$ cat config.mk
export PLATFORM = sky130hd
export DESIGN_NAME = credit_gate_stage
export DESIGN_NICKNAME = d
export VERILOG_FILES = /design/src/rtl/credit_gate_pkg.sv /design/src/rtl/cg_step_decode.sv /design/src/rtl/cg_credit_counter.sv /design/src/rtl/cg_flow_gate.sv /design/src/rtl/credit_gate_stage.sv
export SDC_FILE = /design/constraint.sdc
export NUM_CORES = 1
export LEC_CHECK = 0
export BUFFER_PORTS_ARGS = -buffer_cell sky130_fd_sc_hd__buf_2
export CAP_MARGIN = 20
export CORE_ASPECT_RATIO = 1.4
export CORE_MARGIN = 4
export CORE_UTILIZATION = 45
export CTS_BUF_LIST = sky130_fd_sc_hd__clkbuf_4 sky130_fd_sc_hd__clkbuf_8
export CTS_CLUSTER_SIZE = 24
export DETAILED_ROUTE_END_ITERATION = 8
export PLACE_DENSITY = 0.95
export SKIP_CTS_REPAIR_TIMING = 1
export SYNTH_ARGS = -nofsm -noshare
export SYNTH_HDL_FRONTEND = slang
export SYNTH_HIERARCHICAL = 1
export SYNTH_SLANG_ARGS = --single-unit
$ cat constraint.sdc
create_clock -name clk -period 6 [get_ports clk]
set_clock_uncertainty 0.15 [all_clocks]
set_input_delay 1.2 -clock clk [delete_from_list [all_inputs] [get_ports clk]]
set_output_delay 1.2 -clock clk [all_outputs]
set_load 0.01 [all_outputs]
$ cat src/rtl/credit_gate_pkg.sv
package credit_gate_pkg;
  typedef enum logic [1:0] {
    CNT_HOLD   = 2'd0,
    CNT_UP     = 2'd1,
    CNT_DOWN   = 2'd2,
    CNT_REFUSE = 2'd3
  } cnt_op_e;
endpackage

$ cat src/rtl/cg_step_decode.sv
module cg_step_decode
  import credit_gate_pkg::*;
(
  input  logic    grant,
  input  logic    spend,
  input  logic    at_limit,
  output cnt_op_e op
);
  always_comb begin
    unique case ({grant, spend})
      2'b10:   op = at_limit ? CNT_REFUSE : CNT_UP;
      2'b01:   op = CNT_DOWN;
      default: op = CNT_HOLD;
    endcase
  end
endmodule

$ cat src/rtl/cg_credit_counter.sv
module cg_credit_counter
  import credit_gate_pkg::*;
#(
  parameter int MAX_CREDITS = 255,
  localparam int CNT_W = $clog2(MAX_CREDITS + 1)
) (
  input  logic             clk,
  input  logic             clear,
  input  cnt_op_e          op,
  output logic [CNT_W-1:0] count,
  output logic             is_zero,
  output logic             is_max
);
  localparam logic [CNT_W-1:0] LIMIT = CNT_W'(MAX_CREDITS);

  always_ff @(posedge clk) begin
    if (clear) begin
      count <= '0;
    end else begin
      unique case (op)
        CNT_UP:   count <= count + 1'b1;
        CNT_DOWN: count <= count - 1'b1;
        default:  count <= count;
      endcase
    end
  end

  assign is_zero = (count == '0);
  assign is_max  = (count == LIMIT);

  a_r1_clear_zero: assert property (@(posedge clk) clear |=> count == '0);
  a_r2_step_up: assert property (@(posedge clk) disable iff (clear)
    op == CNT_UP |=> count == $past(count) + 1'b1);
  a_r3_step_down: assert property (@(posedge clk) disable iff (clear)
    op == CNT_DOWN |=> count == $past(count) - 1'b1);
  a_r8_saturate: assert property (@(posedge clk) disable iff (clear)
    op == CNT_REFUSE |=> count == LIMIT);
  a_r9_in_range: assert property (@(posedge clk) disable iff (clear)
    count <= LIMIT);
endmodule

$ cat src/rtl/cg_flow_gate.sv
module cg_flow_gate #(
  parameter int DATA_W = 32
) (
  input  logic              open_path,
  input  logic              up_valid,
  output logic              up_ready,
  input  logic [DATA_W-1:0] up_data,
  output logic              dn_valid,
  input  logic              dn_ready,
  output logic [DATA_W-1:0] dn_data,
  output logic              beat_done
);
  assign dn_valid  = up_valid & open_path;
  assign up_ready  = dn_ready & open_path;
  assign dn_data   = up_data;
  assign beat_done = dn_valid & dn_ready;

  always_comb begin
    if (!open_path) a_r5_closed: assert (!dn_valid && !up_ready);
  end
endmodule

$ cat src/rtl/credit_gate_stage.sv
module credit_gate_stage
  import credit_gate_pkg::*;
#(
  parameter int DATA_W = 32,
  parameter int MAX_CREDITS = 255,
  localparam int CNT_W = $clog2(MAX_CREDITS + 1)
) (
  input  logic              clk,
  input  logic              clear,
  input  logic              credit_add,
  output logic              credit_refused,
  output logic [CNT_W-1:0]  credit_count,
  output logic              credits_empty,
  output logic              credits_full,
  input  logic              in_valid,
  output logic              in_ready,
  input  logic [DATA_W-1:0] in_data,
  output logic              out_valid,
  input  logic              out_ready,
  output logic [DATA_W-1:0] out_data
);
  cnt_op_e op;
  logic    beat;

  cg_flow_gate #(.DATA_W(DATA_W)) u_gate (
    .open_path (!credits_empty),
    .up_valid  (in_valid),
    .up_ready  (in_ready),
    .up_data   (in_data),
    .dn_valid  (out_valid),
    .dn_ready  (out_ready),
    .dn_data   (out_data),
    .beat_done (beat)
  );

  cg_step_decode u_dec (
    .grant    (credit_add),
    .spend    (beat),
    .at_limit (credits_full),
    .op       (op)
  );

  cg_credit_counter #(.MAX_CREDITS(MAX_CREDITS)) u_cnt (
    .clk     (clk),
    .clear   (clear),
    .op      (op),
    .count   (credit_count),
    .is_zero (credits_empty),
    .is_max  (credits_full)
  );

  assign credit_refused = (op == CNT_REFUSE);

  a_r4_both_hold: assert property (@(posedge clk) disable iff (clear)
    credit_add && out_valid && out_ready |=> $stable(credit_count));
  a_r4_no_refuse: assert property (@(posedge clk) disable iff (clear)
    out_valid && out_ready |-> !credit_refused);
  a_r6_transparent: assert property (@(posedge clk) disable iff (clear)
    !credits_empty |-> (out_valid == in_valid) && (in_ready == out_ready));
  a_r7_data_through: assert property (@(posedge clk) disable iff (clear)
    out_data == in_data);
endmodule

==> results of run 1 <==
layout make-up:
type / instances / area, um^2
fillers: 248 / 1420
well taps: 34 / 42.5
flip-flops and latches: 8 / 160
repair buffers: 17 / 85.1
inverters: 6 / 22.5
multi-input cells: 93 / 643
clock buffers: 3 / 22.5
logic make-up after synthesis:
| kind of cell | synth area share |
|---|---|
| buffers and inverters | 0.280 |
| AND/OR/NAND/NOR | 0.237 |
| AO/OA/AOI/OAI | 0.194 |
| flip-flops | 0.143 |
| adder cells (fa/ha/maj) | 0.0673 |
| multiplexers | 0.0471 |
| XOR/XNOR | 0.0314 |
layout by cell type, fill, tap and decap left out, drive strengths merged, types with 4 or more instances in the layout:
| master | netlist | routed |
|---|---|---|
| nor2 | 10 | 10 |
| a21oi | 13 | 13 |
| buf | 37 | 17 |
| and2 | 4 | 4 |
| nand2 | 6 | 6 |
| inv | 6 | 6 |
| dfxtp | 8 | 8 |
| xor2 | 4 | 4 |
| or3 | 6 | 6 |
| ha | 6 | 6 |
| o21ai | 5 | 5 |
routing by layer:
metal  track usage  part of all wire
met5             0                 0
met4        0.0934             0.020
met3        0.0201             0.086
met2         0.239              0.50
met1         0.135              0.39
final timing paths:
check | slack [ns] | to | cells past startpoint | start
max | 1.50 | u_cnt/count[4]$_SDFFE_PP0P_ | 16 | u_cnt/count[1]$_SDFFE_PP0P_
min reg2reg | 0.45 | u_cnt/count[7]$_SDFFE_PP0P_ | 2 | u_cnt/count[7]$_SDFFE_PP0P_
max reg2reg | 1.50 | u_cnt/count[4]$_SDFFE_PP0P_ | 16 | u_cnt/count[1]$_SDFFE_PP0P_
min | 0.45 | u_cnt/count[7]$_SDFFE_PP0P_ | 2 | u_cnt/count[7]$_SDFFE_PP0P_
per-stage QoR:
| step | util | setup WS (ns) | instance area [um^2] |
|---|---|---|---|
| floorplan | - | 1.67 | 1120 |
| global placement | 0.399 | 1.62 | 953 |
| detailed placement | 0.399 | 1.50 | 953 |
| CTS | 0.408 | 1.52 | 976 |
| global route | 0.408 | 0.999 | 976 |
| finish | 0.408 | 1.50 | 976 |
critical path, cell delays in order, from the launching register on:
cell	delay (ns)
sky130_fd_sc_hd__dfxtp_1	0.40
sky130_fd_sc_hd__or3_1	0.44
sky130_fd_sc_hd__nor4_1	0.33
sky130_fd_sc_hd__inv_1	0.10
sky130_fd_sc_hd__and3_1	0.17
sky130_fd_sc_hd__inv_1	0.08
sky130_fd_sc_hd__ha_1	0.14
sky130_fd_sc_hd__a21oi_1	0.06
sky130_fd_sc_hd__nor2_1	0.17
sky130_fd_sc_hd__ha_1	0.70
sky130_fd_sc_hd__xor2_1	0.14
sky130_fd_sc_hd__ha_1	0.24
sky130_fd_sc_hd__or3_1	0.30
sky130_fd_sc_hd__a21oi_1	0.25
sky130_fd_sc_hd__o21ai_0	0.15
sky130_fd_sc_hd__a21oi_1	0.21
sky130_fd_sc_hd__mux2_2	0.35
power groups by stage:
| stage | Combinational (W) | Sequential [W] | Clock (W) |
|---|---|---|---|
| finish | 0.0000674 | 0.0000687 | 0.0000424 |
| global route | 0.0000759 | 0.0000705 | 0.0000464 |
| CTS | 0.0000680 | 0.0000686 | 0.0000440 |
| detailed placement | 0.0000675 | 0.0000696 | 0 |
| global placement | 0.0000659 | 0.0000695 | 0 |
| floorplan | 0.0000749 | 0.0000654 | 0 |
==> results.txt, run 1 <==
----------------------------------------------------
[Place]
  DPL Wire Length ... 1550 um
  Number of buffers added on ports ... 17
  Placer congestion estimate ... 0.766
  Placed Instances ... 158

[Detailed routing]
  Vias/cell ... 5.65
  Final ANT Viol Nets ... 0
  Total via count in the routed design ... 909
  DRC violations left ... 0
  Total Routed Length ... 2100 um
  Mean routed wirelength per cell ... 13.1 um
  Starting DRT DRC Count ... 46
  Detailed-router iteration count before antenna repair ... 4

[Power and ir drop]
  Total power ... 0.000179 W
  Net switching component of the power ... 0.0000682 W
  Maximum vdd drop ... 92.3 uV
  Reg power frac ... 0.385
  Combinational group share of total power ... 0.378
  Fraction of power spent switching nets ... 0.382
  Internal power ... 0.000110 W
  Pwr Density ... 183 nW/um^2
  Leakage ... 0.412 nW
  Clk network pwr share ... 0.238

[Logic synthesis]
  Post-synth top area cell ... sky130_fd_sc_hd__buf_4
  Share of flip-flops with an asynchronous set or reset after synthesis ... 0
  Ys Warns ... 6
  Post-synthesis instance total ... 149
  Most frequently used cell type in the post-synthesis netlist ... sky130_fd_sc_hd__buf_4
  Top post-synthesis cells by area ... sky130_fd_sc_hd__buf_4, sky130_fd_sc_hd__dfxtp_1, sky130_fd_sc_hd__ha_1
  Post-synthesis register bit count ... 8
  Syn Nets ... 192
  Syn_area_per_cell ... 7.49 um^2
  Fraction of the yosys area taken by sequential cells ... 0.143
  Dominant synthesized flop cell ... sky130_fd_sc_hd__dfxtp_1
  Mapped Area ... 1120 um^2
  Most used standard cells in the synthesized netlist ... sky130_fd_sc_hd__buf_4, sky130_fd_sc_hd__a21oi_1, sky130_fd_sc_hd__nor2_1
  Number of enable flip-flop cells after synthesis ... 0
  Yosys top cell area share ... 0.215
  Cell variety after synth ... 38

[Global route]
  Initial antenna violation count ... 0
  Number of global-route vias before repair ... 829
  Maximum number of pins on one net before global-route repair ... 22
  First-pass GRT wire length ... 3480 um
  Global-route usage over all layers ... 0.132
  Overflow left after global routing ... 0

[Clocking]
  Clock latency of the later-clocked register in the worst-skew pair ... 0.25 ns
  Sinks on the clock net ... 8
  Cell at the root of the clock tree ... sky130_fd_sc_hd__clkbuf_4
  TritonCTS clock tree ... yes
  Number of buffers inserted during clock tree synthesis ... 3
  Clock slew seen by the registers of the worst setup and hold paths ... 0.06 ns
  H-tree levels ... 1
  Number of buffers on the longest clock path ... 2

[Die]
  Area enclosed by the die boundary ... 3350 um^2
  Top-level port count ... 82
  Std-Cell Rows ... 21
  Die Y ... 66.9 um
  Horizontal die dimension ... 50.1 um
  Core Box Area ... 2390 um^2
  Initial Utilization ... 0.467

[Critical path]
  Critical path startpoint category ... register
  Maximum net fanout on the critical path ... 21
  Worst Path Class, Setup ... reg -> reg
  Type of destination of the critical path ... register
  Worst path arrival time ... 4.50 ns
  Critical Path RT ... 5.99 ns

[Timing]
  Tightest Pin Transition ... 0.781 ns
  Sum of negative setup slack ... 0 ns
  Unrepaired setup endpoints after global routing ... no
  Max Transition Viols Final ... 0
  Number of setup violations in the final report ... 0
  Highest clock frequency the design can meet ... 222 MHz
  Hold_ws ... 0.452 ns
  Clock period minus worst slack ... 4.50 ns
  Worst rel slew slack ... 0.479
  Final-report hold violation count ... 0
  Part of the cycle the worst path needs ... 0.750

[Final layout]
  Diode count ... 0
  Most flops, register ... u_cnt/count
  Post-route non-filler standard cell count ... 161
  Largest regs ... u_cnt/count (8)
  Number of nets in the final layout ... 172
  Layout cells sized above 1 ... 0.189
  Max FFs per register ... 8
  Area growth, synth to finish ... -12.6%

[Flow run]
  Count of maximum capacitance violations ... 0

[Worst hold path]
  Kind of path behind the tightest hold check ... reg -> reg

[Outcome]
  Status ... completed

----------------------------------------------------
Note: power is estimated with default switching activity, not from simulation.
==> inputs of run 2 (changes only) <==
Settings changed: CORE_UTILIZATION 45 to 38, PLACE_DENSITY 0.95 to 0.88.
Clock period 6 ns to 3.71 ns, I/O delays scaled along.
==> run 2 against run 1 <==
Compared with the run above:
- routed wire length rose by 25%
- combinational power rose by 140%
- global-route usage rose by 1.3 points
- flip-flop and latch count did not move
- sequential share of layout area fell by 2.7 points
- non-clock buffer count rose by 13
- final cell count rose by 9.9%
- largest cell class unchanged
==> results.txt, run 2 (synthesized netlist as in run 1, its figures left out) <==
----------------------------------------------------
[Outcome]
  Status ... completed

[Final layout]
  Area used by multi-input combinational logic ... 733 um^2 (+14%)
  Most common library cell in the layout ignoring fill and taps ... sky130_fd_sc_hd__buf_2
  Area growth, synth to finish ... 6.84%
  Fill cell instance count of the final layout ... 278 (+12%)
  Diode count ... 0 (unchanged)
  Post-route non-filler standard cell count ... 177 (+9.9%)
  Sequential Area ... 164 um^2 (+2.3%)
  Most frequent cells in the layout ... sky130_fd_sc_hd__buf_2, sky130_fd_sc_hd__buf_4, sky130_fd_sc_hd__a21oi_1
  Final cell area excluding filler cells ... 1190 um^2 (+22%)
  Most flops, register ... u_cnt/count
  Largest regs ... u_cnt/count (8)
  Layout cells sized above 1 ... 0.400 (+0.211)
  Max FFs per register ... 8 (unchanged)
  Fin util ... 0.419 (+0.0104)
  Number of nets in the final layout ... 185 (+7.6%)

[Clocking]
  Sinks on the clock net ... 8 (unchanged)
  Number of buffers on the longest clock path ... 2 (unchanged)
  Cell at the root of the clock tree ... sky130_fd_sc_hd__clkbuf_8
  Number of buffers inserted during clock tree synthesis ... 3 (unchanged)
  H-tree levels ... 1 (unchanged)
  Clock slew seen by the registers of the worst setup and hold paths ... 0.05 ns (about the same)
  Clock latency of the later-clocked register in the worst-skew pair ... 0.25 ns (about the same)
  TritonCTS clock tree ... yes

[Critical path]
  Critical path startpoint category ... register
  Critical Path RT ... 3.69 ns (-2.30 ns)
  Maximum net fanout on the critical path ... 3 (-86%)
  Worst Path Class, Setup ... reg -> reg
  Type of destination of the critical path ... register
  Worst path arrival time ... 3.56 ns (-0.94 ns)

[Detailed routing]
  Mean routed wirelength per cell ... 14.9 um (+14%)
  Total via count in the routed design ... 1014 (+12%)
  Final ANT Viol Nets ... 0 (unchanged)
  DRC violations left ... 0 (unchanged)
  Detailed-router iteration count before antenna repair ... 5 (+1)
  Vias/cell ... 5.73 (+1.5%)
  Total Routed Length ... 2640 um (+25%)
  Starting DRT DRC Count ... 38 (-17%)

[Timing]
  Final-report hold violation count ... 0 (unchanged)
  Tightest Pin Transition ... 0.505 ns (-0.276 ns)
  Least setup slack across all paths after layout ... 0.131 ns (-1.37 ns)
  Clock period minus worst slack ... 3.58 ns (-0.923 ns)
  Max Transition Viols Final ... 0 (unchanged)
  Highest clock frequency the design can meet ... 279 MHz (+26%)
  Number of setup violations in the final report ... 0 (unchanged)
  Part of the cycle the worst path needs ... 0.965 (+0.214)
  Worst rel slew slack ... 0.663 (+0.184)
  Hold_ws ... 0.474 ns (+0.0214 ns)

[Power and ir drop]
  Maximum vdd drop ... 283 uV (+210%)
  Pwr Density ... 316 nW/um^2 (+73%)
  Leakage ... 0.509 nW (+24%)

[Die]
  Horizontal die dimension ... 53.8 um (+7.4%)
  Initial Utilization ... 0.392 (-0.0750)
  Area enclosed by the die boundary ... 3880 um^2 (+16%)
  Std-Cell Rows ... 23 (+9.5%)
  Die Y ... 72.1 um (+7.8%)
  Top-level port count ... 82 (unchanged)
  Core Box Area ... 2850 um^2 (+19%)

[Place]
  DPL Wire Length ... 1820 um (+18%)
  Placed Instances ... 173 (+9.5%)
  Number of buffers added on ports ... 17 (unchanged)
  Placer congestion estimate ... 0.809 (+5.6%)
  Pre-CTS setup slack ... 0.124 ns (-1.38 ns)
  Placement-stage cell area ... 1080 um^2 (+13%)

[Global route]
  Overflow left after global routing ... 0 (unchanged)
  Number of global-route vias before repair ... 965 (+16%)
  Maximum number of pins on one net before global-route repair ... 16 (-27%)
  Initial antenna violation count ... 0 (unchanged)
  Global-route usage over all layers ... 0.145 (+0.0133)
  First-pass GRT wire length ... 4250 um (+22%)

[Worst hold path]
  Kind of path behind the tightest hold check ... reg -> reg

[Flow run]
  Count of maximum capacitance violations ... 0 (unchanged)

----------------------------------------------------
-- run 2: where the power goes --
group	total [W]	internal, W	leakage (nW)	switching (W)
combinational	0.000164	0.0000724	0.421	0.0000920
sequential	0.0000989	0.0000942	0.0664	0.00000461
clock	0.000114	0.0000710	0.0216	0.0000429
-- run 2: path summary, 6_finish.rpt --
check | startpoint | to | slack (ns) | cells past startpoint
max | u_cnt/count[0]$_SDFFE_PP0P_ | u_cnt/count[4]$_SDFFE_PP0P_ | 0.13 | 16
min | u_cnt/count[7]$_SDFFE_PP0P_ | u_cnt/count[7]$_SDFFE_PP0P_ | 0.47 | 2
max reg2reg | u_cnt/count[0]$_SDFFE_PP0P_ | u_cnt/count[4]$_SDFFE_PP0P_ | 0.13 | 16
min reg2reg | u_cnt/count[7]$_SDFFE_PP0P_ | u_cnt/count[7]$_SDFFE_PP0P_ | 0.47 | 2
-- run 2: stage by stage --
step           setup TNS [ns]  total power [W]
6_report                    0         0.000377
5_1_grt               -0.0263         0.000401
4_1_cts                     0         0.000363
3_5_place_dp                0         0.000248
3_3_place_gp                0         0.000243
2_1_floorplan          -0.249         0.000241
-- run 2: routing by layer --
layer / track usage / share of wire / vias to the layer above
met5: 0 / 0 / -
met1: 0.148 / 0.37 / 499
met3: 0.0287 / 0.063 / 14
met2: 0.244 / 0.52 / 34
met4: 0.116 / 0.043 / 0
li1: - / - / 467
-- run 2: critical path, stage by stage, from the launching register on --
cell and delay [ns]:
sky130_fd_sc_hd__dfxtp_1 0.30, sky130_fd_sc_hd__or3_4 0.41, sky130_fd_sc_hd__nor4_4 0.25, sky130_fd_sc_hd__inv_1 0.09, sky130_fd_sc_hd__and3_4 0.18, sky130_fd_sc_hd__inv_4 0.06
sky130_fd_sc_hd__ha_4 0.12, sky130_fd_sc_hd__a21oi_2 0.06, sky130_fd_sc_hd__nor2_2 0.14, sky130_fd_sc_hd__ha_2 0.23, sky130_fd_sc_hd__xor2_1 0.15, sky130_fd_sc_hd__ha_2 0.20
sky130_fd_sc_hd__a21boi_2 0.17, sky130_fd_sc_hd__o22ai_2 0.09, sky130_fd_sc_hd__or3_4 0.39, sky130_fd_sc_hd__a21oi_2 0.16, sky130_fd_sc_hd__mux2_4 0.31
-- run 2: final cells by class --
cell class              instances  area share
inverters                       6      0.0210
flip-flops and latches          8       0.137
clock buffers                   3      0.0346
well taps                      37      0.0388
repair buffers                 30       0.153
multi-input cells              93       0.615
